### config.mk
export PLATFORM = sky130hd
export DESIGN_NAME = sup_reset_ctrl
export DESIGN_NICKNAME = d
export VERILOG_FILES = /design/src/rtl/sup_pkg.sv /design/src/rtl/sup_edge_det.sv /design/src/rtl/sup_wdog.sv /design/src/rtl/sup_stretch.sv /design/src/rtl/sup_reset_ctrl.sv
export SDC_FILE = /design/constraint.sdc
export NUM_CORES = 1
export LEC_CHECK = 0
export BUFFER_PORTS_ARGS = -buffer_cell sky130_fd_sc_hd__buf_2
export CELL_PAD_IN_SITES_DETAIL_PLACEMENT = 2
export CELL_PAD_IN_SITES_GLOBAL_PLACEMENT = 2
export CORE_MARGIN = 8
export CORE_UTILIZATION = 40
export CTS_CLUSTER_SIZE = 12
export DETAILED_ROUTE_END_ITERATION = 10
export PLACE_DENSITY = 0.87
export SLEW_MARGIN = 20
export SYNTH_ARGS = -nofsm -noshare
export SYNTH_HDL_FRONTEND = slang
export SYNTH_SLANG_ARGS = --single-unit
### constraint.sdc
create_clock -name clk -period 2.5 [get_ports clk]
set_input_delay 0.375 -clock clk [delete_from_list [all_inputs] [get_ports clk]]
set_output_delay 0.375 -clock clk [all_outputs]
set_load 0.01 [all_outputs]
### src/rtl/sup_pkg.sv
`timescale 1ns/1ps
package sup_pkg;

  // One flag per reset cause, merged by the stretcher.
  typedef struct packed {
    logic supply_low;
    logic manual;
    logic wdog;
  } src_t;

  // Counter width able to hold values 0 .. n-1 (at least one bit).
  function automatic int unsigned cnt_w(input int unsigned n);
    return (n < 2) ? 1 : $clog2(n);
  endfunction

endpackage

### src/rtl/sup_edge_det.sv
`timescale 1ns/1ps
module sup_edge_det (
  input  logic clk,
  input  logic rst_n,
  input  logic din,
  output logic toggled
);

  logic prev_q;

  always_ff @(posedge clk or negedge rst_n) begin
    if (!rst_n) prev_q <= 1'b0;
    else        prev_q <= din;
  end

  assign toggled = din ^ prev_q;

endmodule

### src/rtl/sup_wdog.sv
`timescale 1ns/1ps
module sup_wdog #(
  parameter int unsigned TIMEOUT_CYC = 1600
) (
  input  logic clk,
  input  logic rst_n,
  input  logic hold,
  input  logic service,
  output logic fire
);

  localparam int unsigned W = sup_pkg::cnt_w(TIMEOUT_CYC);
  localparam logic [W-1:0] LAST = W'(TIMEOUT_CYC - 1);

  logic [W-1:0] cnt_q, cnt_d;
  logic         fire_q, fire_d;
  logic         cnt_en;

  always_comb begin
    cnt_d  = cnt_q;
    fire_d = 1'b0;
    if (hold || service) begin
      cnt_d = '0;
    end else if (cnt_q == LAST) begin
      cnt_d  = '0;
      fire_d = 1'b1;
    end else begin
      cnt_d = cnt_q + 1'b1;
    end
  end

  assign cnt_en = (cnt_d != cnt_q);

  always_ff @(posedge clk or negedge rst_n) begin
    if (!rst_n) begin
      cnt_q  <= '0;
      fire_q <= 1'b0;
    end else begin
      if (cnt_en) cnt_q <= cnt_d;
      fire_q <= fire_d;
    end
  end

  assign fire = fire_q;

  // counter is parked at zero while reset is asserted
  p_held_in_reset_r8: assert property (@(posedge clk) disable iff (!rst_n)
    hold |=> (cnt_q == '0));

  // a service edge outside reset restarts the window
  p_service_restarts_r7: assert property (@(posedge clk) disable iff (!rst_n)
    (service && !hold) |=> (cnt_q == '0 && !fire_q));

  // a trip only follows a counter that reached its last value
  p_fire_after_window_r6: assert property (@(posedge clk) disable iff (!rst_n)
    $rose(fire_q) |-> ($past(cnt_q) == LAST && !$past(hold)));

  p_cnt_in_range_r6: assert property (@(posedge clk) disable iff (!rst_n)
    cnt_q <= LAST);

endmodule

### src/rtl/sup_stretch.sv
`timescale 1ns/1ps
module sup_stretch #(
  parameter int unsigned PULSE_CYC = 200
) (
  input  logic           clk,
  input  logic           rst_n,
  input  sup_pkg::src_t  src,
  output logic           asserted
);

  localparam int unsigned W = sup_pkg::cnt_w(PULSE_CYC);
  localparam logic [W-1:0] LAST = W'(PULSE_CYC - 1);

  logic         any_src;
  logic         asrt_q, asrt_d;
  logic [W-1:0] cnt_q, cnt_d;
  logic         cnt_en;

  assign any_src = |src;

  always_comb begin
    asrt_d = asrt_q;
    cnt_d  = cnt_q;
    if (any_src) begin
      asrt_d = 1'b1;
      cnt_d  = '0;
    end else if (asrt_q) begin
      if (cnt_q == LAST) begin
        asrt_d = 1'b0;
        cnt_d  = '0;
      end else begin
        cnt_d = cnt_q + 1'b1;
      end
    end
  end

  assign cnt_en = (cnt_d != cnt_q);

  always_ff @(posedge clk or negedge rst_n) begin
    if (!rst_n) begin
      asrt_q <= 1'b1;
      cnt_q  <= '0;
    end else begin
      asrt_q <= asrt_d;
      if (cnt_en) cnt_q <= cnt_d;
    end
  end

  assign asserted = asrt_q;

  // release only after a full quiet count
  p_release_full_count_r4: assert property (@(posedge clk) disable iff (!rst_n)
    $fell(asrt_q) |-> ($past(cnt_q) == LAST && !$past(any_src)));

  // a source seen during the hold period rewinds the count
  p_retrigger_rewinds_r5: assert property (@(posedge clk) disable iff (!rst_n)
    any_src |=> (asrt_q && cnt_q == '0));

endmodule

### src/rtl/sup_reset_ctrl.sv
`timescale 1ns/1ps
module sup_reset_ctrl #(
  parameter int unsigned TIMEOUT_CYC = 1600,
  parameter int unsigned PULSE_CYC   = 200,
  parameter bit          WDOG_EN     = 1'b1,
  parameter bit          ACT_HI      = 1'b1,
  parameter bit          ACT_LO      = 1'b1
) (
  input  logic clk,
  input  logic rst_n,
  input  logic supply_ok,
  input  logic mr_n,
  input  logic wdi,
  output logic rst_out,
  output logic rst_out_n
);

  sup_pkg::src_t src;
  logic          asserted;
  logic          wd_fire;

  assign src.supply_low = ~supply_ok;
  assign src.manual     = ~mr_n;
  assign src.wdog       = wd_fire;

  generate
    if (WDOG_EN) begin : g_wdog
      logic svc;
      sup_edge_det u_edge (
        .clk     (clk),
        .rst_n   (rst_n),
        .din     (wdi),
        .toggled (svc)
      );
      sup_wdog #(.TIMEOUT_CYC(TIMEOUT_CYC)) u_wdog (
        .clk     (clk),
        .rst_n   (rst_n),
        .hold    (asserted),
        .service (svc),
        .fire    (wd_fire)
      );
    end else begin : g_no_wdog
      logic unused_wdi;
      assign unused_wdi = wdi;
      assign wd_fire    = 1'b0;
    end
  endgenerate

  sup_stretch #(.PULSE_CYC(PULSE_CYC)) u_stretch (
    .clk      (clk),
    .rst_n    (rst_n),
    .src      (src),
    .asserted (asserted)
  );

  generate
    if (ACT_HI) begin : g_hi
      assign rst_out = asserted;
    end else begin : g_hi_off
      assign rst_out = 1'b0;
    end
    if (ACT_LO) begin : g_lo
      assign rst_out_n = ~asserted;
    end else begin : g_lo_off
      assign rst_out_n = 1'b1;
    end
  endgenerate

  // a low supply flag forces reset on the next edge
  p_supply_low_asserts_r2: assert property (@(posedge clk) disable iff (!rst_n)
    !supply_ok |=> asserted);

  // a held manual request forces reset on the next edge
  p_manual_asserts_r3: assert property (@(posedge clk) disable iff (!rst_n)
    !mr_n |=> asserted);

  // a watchdog trip reaches the reset on the following edge
  p_trip_asserts_r6: assert property (@(posedge clk) disable iff (!rst_n)
    wd_fire |=> asserted);

endmodule

==> impl_metrics.tcl, run 1 <==
set metrics [dict create \
    ff2ff_setup_slack_ps 760 \
    drt_iter0_drc 23 \
    max-slew-margin-rel_pct 66.0 \
    cpMaxStageDelayCell "dfstp_2" \
    yosys-top-cells-area "dfrtp_1 (51%), xor2_1 (9.4%), nor2_1 (6.6%)" \
    fillers 281 \
    fin_crit_sh_pct 71.7 \
    clock_skew_ps 2.73 \
    nets 115 \
    cts_tree "yes" \
    vias 766 \
    cts-root-buf "clkbuf_4" \
    routed_wl_mm 2.55 \
    final-max-slew-violation-count 0 \
    gr-total-overflow 0 \
    viasPerCell 5.59 \
    diodes 0 \
    mostFrequentLayoutCells "dfrtp_1 (21), nor2_1 (18), xor2_1 (11), nand2_1 (8), nand4_1 (8)" \
    layout-drive-gt1-share_pct 9.35 \
    critical_path.cell_chain "clkinv_1 -> buf_2" \
    grt_pass1_vias 888 \
    endpoint_kind "primary output" \
    netlist_area_um2 1020 \
    rr_worst_depth 5 \
    die_h_um 66.6 \
    grt_pass1_wl_mm 4.55 \
    grt_setup_unrepaired "false" \
    worst_r2r_endpoint "u_stretch.cnt_q[7]$_DFFE_PN0P_" \
    setup_tns_ps 0 \
    yosysUniqueCellTypes 24 \
    vdd_drop_max_uv 203 \
    yosysWarnings 0 \
    die_area_um2 4440 \
    postCtsSetupBuffers 0 \
    syn_area_per_cell_um2 10.5 \
    synth_area_leader_cell "dfrtp_1" \
    coreArea_um2 2450 \
    cts_buffers 3 \
    clock_path_buffers 2 \
    cts_max_level 1 \
    clkTransAtPathRegs_ps 130 \
    die-width_um 66.6 \
    fmaxAchievable_ghz 0.558 \
    antenna_found_initial 0 \
    initial_core_util_pct 41.7 \
    worstMarginPinSlew_ps 510 \
    cts_resized 0 \
    portBuffers 6 \
    finalHoldViolations 0 \
    p_leak_nw 0.489 \
    timing.rr.start "u_stretch.cnt_q[0]$_DFFE_PN0P_" \
    critPathRequiredTime_ps 2120 \
    seq_area_frac_synth_pct 53.8 \
    rows 18 \
    cap_violations 0 \
    grt_max_degree 23 \
    wire_per_inst_um 18.6 \
    postRouteAntennaNets 0 \
    area_growth_pct 8.67 \
    netlist.area_leader.share_pct 51.3 \
    slowest_delay_ps 680 \
    syn_nets 105 \
    cts_hold_buf 0 \
    path_class "flip-flop to primary output" \
    drtPass1Iterations 4 \
    startpoint_type "flip-flop" \
    drc 0 \
    cp.arrival_ps 1420 \
    setup_viol 0 \
    insertion_delay_ps 300 \
    io_pins 7 \
    ys_seq_elements 22 \
    gp_congestion 0.789 \
    status "complete, no violations" \
    netlist_instances 98 \
    critical_path.max_fanout 10 \
    worstHoldPathType "primary input to async pin" \
    pwr_density_cell_nw_per_um2 495 \
    grt_usage_pct 13.4 \
    fin_crit_ps 1790 \
    dp_hpwl_mm 1.85 \
    holdWs_ps 21.9 \
    critPathTopFamily "flip-flops" \
    crit_buf_inv 2 \
    layout_commonest_cell "dfrtp_1" \
    cts.sinks 22 \
]
-- state kept, by name (all words and copies together), names as in the netlist --
name                  count
g_wdog.u_wdog.cnt_q      11
u_stretch.cnt_q           8
g_wdog.u_edge.prev_q      1
g_wdog.u_wdog.fire        1
u_stretch.asserted        1
-- layer usage --
metal	vias to the layer above	GRT usage [%]	share of wire (%)
li1	359	-	-
met2	7	21.1	50
met5	-	0	0
met3	2	2.35	3.3
met4	0	4.53	0.47
met1	398	17.8	47
-- power by group --
| part | total [mW] | leakage [nW] | internal (mW) | switching [mW] |
|---|---|---|---|---|
| combinational | 0.0188 | 0.174 | 0.00575 | 0.0131 |
| sequential | 0.361 | 0.301 | 0.358 | 0.00291 |
| clock | 0.171 | 0.0150 | 0.0621 | 0.109 |
| total | 0.551 | 0.489 | 0.426 | 0.125 |
-- through the flow --
step | area, µm² | power, mW | worst slack, ps | std cells | util (%)
4_1_cts | 1110 | 0.560 | 691 | 137 | 45.4
6_report | 1110 | 0.551 | 708 | 137 | 45.4
2_1_floorplan | 1020 | 0.374 | 1000 | 98 | -
3_3_place_gp | 1090 | 0.386 | 952 | 133 | 44.3
3_5_place_dp | 1090 | 0.388 | 857 | 133 | 44.3
5_1_grt | 1110 | 0.577 | 631 | 137 | 45.4
-- worst max-delay path by stage --
| stage | from | to | slack (ps) | cells after the start |
|---|---|---|---|---|
| 5_1_grt | u_stretch.asserted$_DFF_PN1_ | rst_out_n | 630 | 2 |
| 6_report | u_stretch.asserted$_DFF_PN1_ | rst_out_n | 710 | 2 |
| 2_1_floorplan | u_stretch.asserted$_DFF_PN1_ | u_stretch.cnt_q[7]$_DFFE_PN0P_ | 1000 | 4 |
| 3_3_place_gp | u_stretch.cnt_q[0]$_DFFE_PN0P_ | u_stretch.cnt_q[0]$_DFFE_PN0P_ | 950 | 5 |
| 4_1_cts | u_stretch.asserted$_DFF_PN1_ | rst_out_n | 690 | 2 |
| 3_5_place_dp | u_stretch.cnt_q[0]$_DFFE_PN0P_ | u_stretch.cnt_q[7]$_DFFE_PN0P_ | 860 | 5 |
-- cell usage after synthesis --
master     n
ha_1       2
dfstp_2    1
dfrtp_1   21
a31oi_1    2
mux2i_1    3
clkinv_1   1
inv_1      2
xnor2_1    2
buf_2      1
nand2_1    8
o41a_1     1
and2_1     1
or3_1      1
or2_1      1
nor2_1    18
nand3b_1   1
a311oi_1   1
o31a_1     1
xor2_1    11
nor4b_1    1
and3_1     2
nand4_1    8
and4_1     3
nand3_1    5
-- layout make-up --
type                    count  area (µm²)  area share (%)
multi-input cells          72         457            41.0
clock buffers               4        26.3            2.36
well taps                  30        37.5            3.37
repair buffers              6        30.0            2.70
flip-flops and latches     22         552            49.6
inverters                   3        11.3            1.01
-- cells by family (layout without fill, tap and decap cells) --
group,count (synthesis),count (layout),synth area share (%)
xor gates and xnor gates,13,13,11.1
AOI/OAI and AO/OA,5,5,4.03
buffers and inverters,4,13,1.59
adders and majority gates,2,2,2.44
muxes,3,3,2.93
DFF,22,22,53.8
and+or+nand+nor,49,49,24.1
No activity file was read; power rests on OpenSTA's default activity.
==> run 2: changes to the inputs <==
--- a/config.mk
+++ b/config.mk
@@ -9,10 +9,10 @@
 export CELL_PAD_IN_SITES_DETAIL_PLACEMENT = 2
 export CELL_PAD_IN_SITES_GLOBAL_PLACEMENT = 2
 export CORE_MARGIN = 8
-export CORE_UTILIZATION = 40
+export CORE_UTILIZATION = 37
 export CTS_CLUSTER_SIZE = 12
 export DETAILED_ROUTE_END_ITERATION = 10
-export PLACE_DENSITY = 0.87
+export PLACE_DENSITY = 0.82
 export SLEW_MARGIN = 20
 export SYNTH_ARGS = -nofsm -noshare
 export SYNTH_HDL_FRONTEND = slang
==> constraint.sdc (replaced) <==
create_clock -name clk -period 1.8 [get_ports clk]
set_input_delay 0.27 -clock clk [delete_from_list [all_inputs] [get_ports clk]]
set_output_delay 0.27 -clock clk [all_outputs]
set_load 0.01 [all_outputs]
==> impl_metrics.tcl, run 2 (synthesis gave the netlist of run 1 again) <==
set metrics [dict create \
    path_class "flip-flop to flip-flop" \
    die_h_um 68.6 \
    die-width_um 68.6 \
    nets 116 \
    wire_per_inst_um 16.5 \
    dp_hpwl_mm 1.69 \
    pwr-share-comb_pct 2.9 \
    area_growth_pct 12.3 \
    layout_commonest_cell "dfrtp_1" \
    startpoint_type "flip-flop" \
    io_pins 7 \
    finalHoldViolations 0 \
    postCtsSetupBuffers 0 \
    fin_crit_ps 1670 \
    cts_tree "yes" \
    gr-total-overflow 0 \
    seqCellArea_um2 552 \
    fin_crit_sh_pct 92.7 \
    antenna_found_initial 0 \
    cp.arrival_ps 1860 \
    insertion_delay_ps 310 \
    worstMarginPinSlew_ps 491 \
    coreArea_um2 2690 \
    vias 773 \
    use_met3_pct 1.94 \
    critical_path.cell_chain "ha_1 -> nand4_1 -> o41a_1 -> nand3_1 -> a31oi_1" \
    clkTransAtPathRegs_ps 130 \
    busiest_layer "met2" \
    mostFrequentLayoutCells "dfrtp_1 (21), nor2_1 (18), xor2_1 (11), nand2_1 (8), nand4_1 (8)" \
    final_util_pct 42.9 \
    viasPerCell 5.56 \
    diodes 0 \
    intPower_mw 0.732 \
    routed_wl_mm 2.30 \
    cts_max_level 1 \
    portBuffers 6 \
    vdd_drop_max_uv 356 \
    cap_violations 0 \
    dpl_cell_area_um2 1090 \
    grt_pass1_vias 913 \
    use_met2_pct 19.9 \
    reg.largest.list "g_wdog.u_wdog.cnt_q: 11 flops, u_stretch.cnt_q: 8 flops" \
    max-slew-margin-rel_pct 67.3 \
    fillers 294 \
    critical_path.max_fanout 5 \
    setup_viol 0 \
    drtPass1Iterations 3 \
    cts_buffers 3 \
    seqPwrFrac_pct 54.9 \
    postRouteAntennaNets 0 \
    drc 0 \
    pwr_density_cell_nw_per_um2 794 \
    switchingPower_mw 0.182 \
    largest_reg_flops 11 \
    clock_skew_ps 7.61 \
    layout-drive-gt1-share_pct 10.2 \
    grt_setup_unrepaired "false" \
    p_leak_nw 0.506 \
    die_area_um2 4710 \
    dp_cells 134 \
    grt_max_degree 23 \
    initial_core_util_pct 38.1 \
    drt_iter0_drc 15 \
    worstHoldPathType "primary input to flip-flop" \
    cts-root-buf "clkbuf_4" \
    critPathTopFamily "compound AO/OA/AOI/OAI gates" \
    slowest_delay_ps 460 \
    top_register "g_wdog.u_wdog.cnt_q" \
    status "complete, no violations" \
    multiInputGateArea_um2 457 \
    crit_buf_inv 0 \
    setup_tns_ps 0 \
    clock_path_buffers 2 \
    endpoint_kind "flip-flop" \
    cpMaxStageDelayCell "dfrtp_1" \
    sw_frac_of_total_pct 19.9 \
    critPathRequiredTime_ps 1990 \
    cts.sinks 22 \
    gp_congestion 0.755 \
    instances_no_fill 139 \
    fmaxAchievable_ghz 0.599 \
    rows 19 \
    design_area_um2 1150 \
    grt_pass1_wl_mm 4.15 \
    power.share.clock_pct 42.2 \
    final-max-slew-violation-count 0 \
    use_met1_pct 14.2 \
    grt_usage_pct 11.7 \
]
==> run 2: area by class of cell <==
cell class | count | area share (%)
sequential | 22 | 47.9
clock inverter | 1 | 2.61
inverter | 3 | 0.978
clock buffer | 3 | 1.96
tap | 31 | 3.37
timing repair buffer | 7 | 3.48
multi-input combinational | 72 | 39.7
==> run 2: metal layers <==
metal / wire, µm / part of all wire, %
met5: 0 / 0
met4: 21 / 0.91
met3: 86 / 3.7
met1: 1110 / 48
met2: 1090 / 47
==> run 2: path summary, 6_finish.rpt <==
path / start / to / slack (ps) / depth (start not counted)
setup / recovery: u_stretch.cnt_q[0]$_DFFE_PN0P_ / u_stretch.cnt_q[7]$_DFFE_PN0P_ / 130 / 5
hold / removal: wdi / g_wdog.u_edge.prev_q$_DFF_PN0_ / 80 / 1
setup reg to reg: u_stretch.cnt_q[0]$_DFFE_PN0P_ / u_stretch.cnt_q[7]$_DFFE_PN0P_ / 130 / 5
hold reg to reg: g_wdog.u_wdog.cnt_q[0]$_DFFE_PN0P_ / g_wdog.u_wdog.cnt_q[0]$_DFFE_PN0P_ / 510 / 1
max in group asynchronous: rst_n / u_stretch.asserted$_DFF_PN1_ / 1010 / 2
min in group asynchronous: rst_n / g_wdog.u_wdog.fire$_DFF_PN0_ / 430 / 2
==> run 2: through the flow <==
stage          total power, mW  setup WS [ps]  hold slack, ps
6_report                 0.914            131            77.7
5_1_grt                  0.959           67.3            47.7
4_1_cts                  0.928            114            60.5
3_5_place_dp             0.537            163             262
3_3_place_gp             0.536            243             262
2_1_floorplan            0.519            304           -25.6
==> run 2: worst reg2reg max path: stages (launching register included) <==
cell,delay (ps)
dfrtp_1,460
ha_1,300
nand4_1,160
o41a_1,420
nand3_1,130
a31oi_1,90
==> run 2: repair_timing <==
item,in CTS,in global routing
gates resized for setup,0,0
endpoints found under the setup margin,0,0
hold buffers,1,0
hold endpoints to repair,21,0
==> run 2: power by group through the flow <==
stage | Combinational [mW] | Sequential [mW] | Clock [mW]
CTS | 0.0280 | 0.501 | 0.399
floorplan | 0.00939 | 0.510 | 0
global placement | 0.0259 | 0.510 | 0
global route | 0.0320 | 0.502 | 0.425
detailed placement | 0.0262 | 0.511 | 0
finish | 0.0268 | 0.501 | 0.386
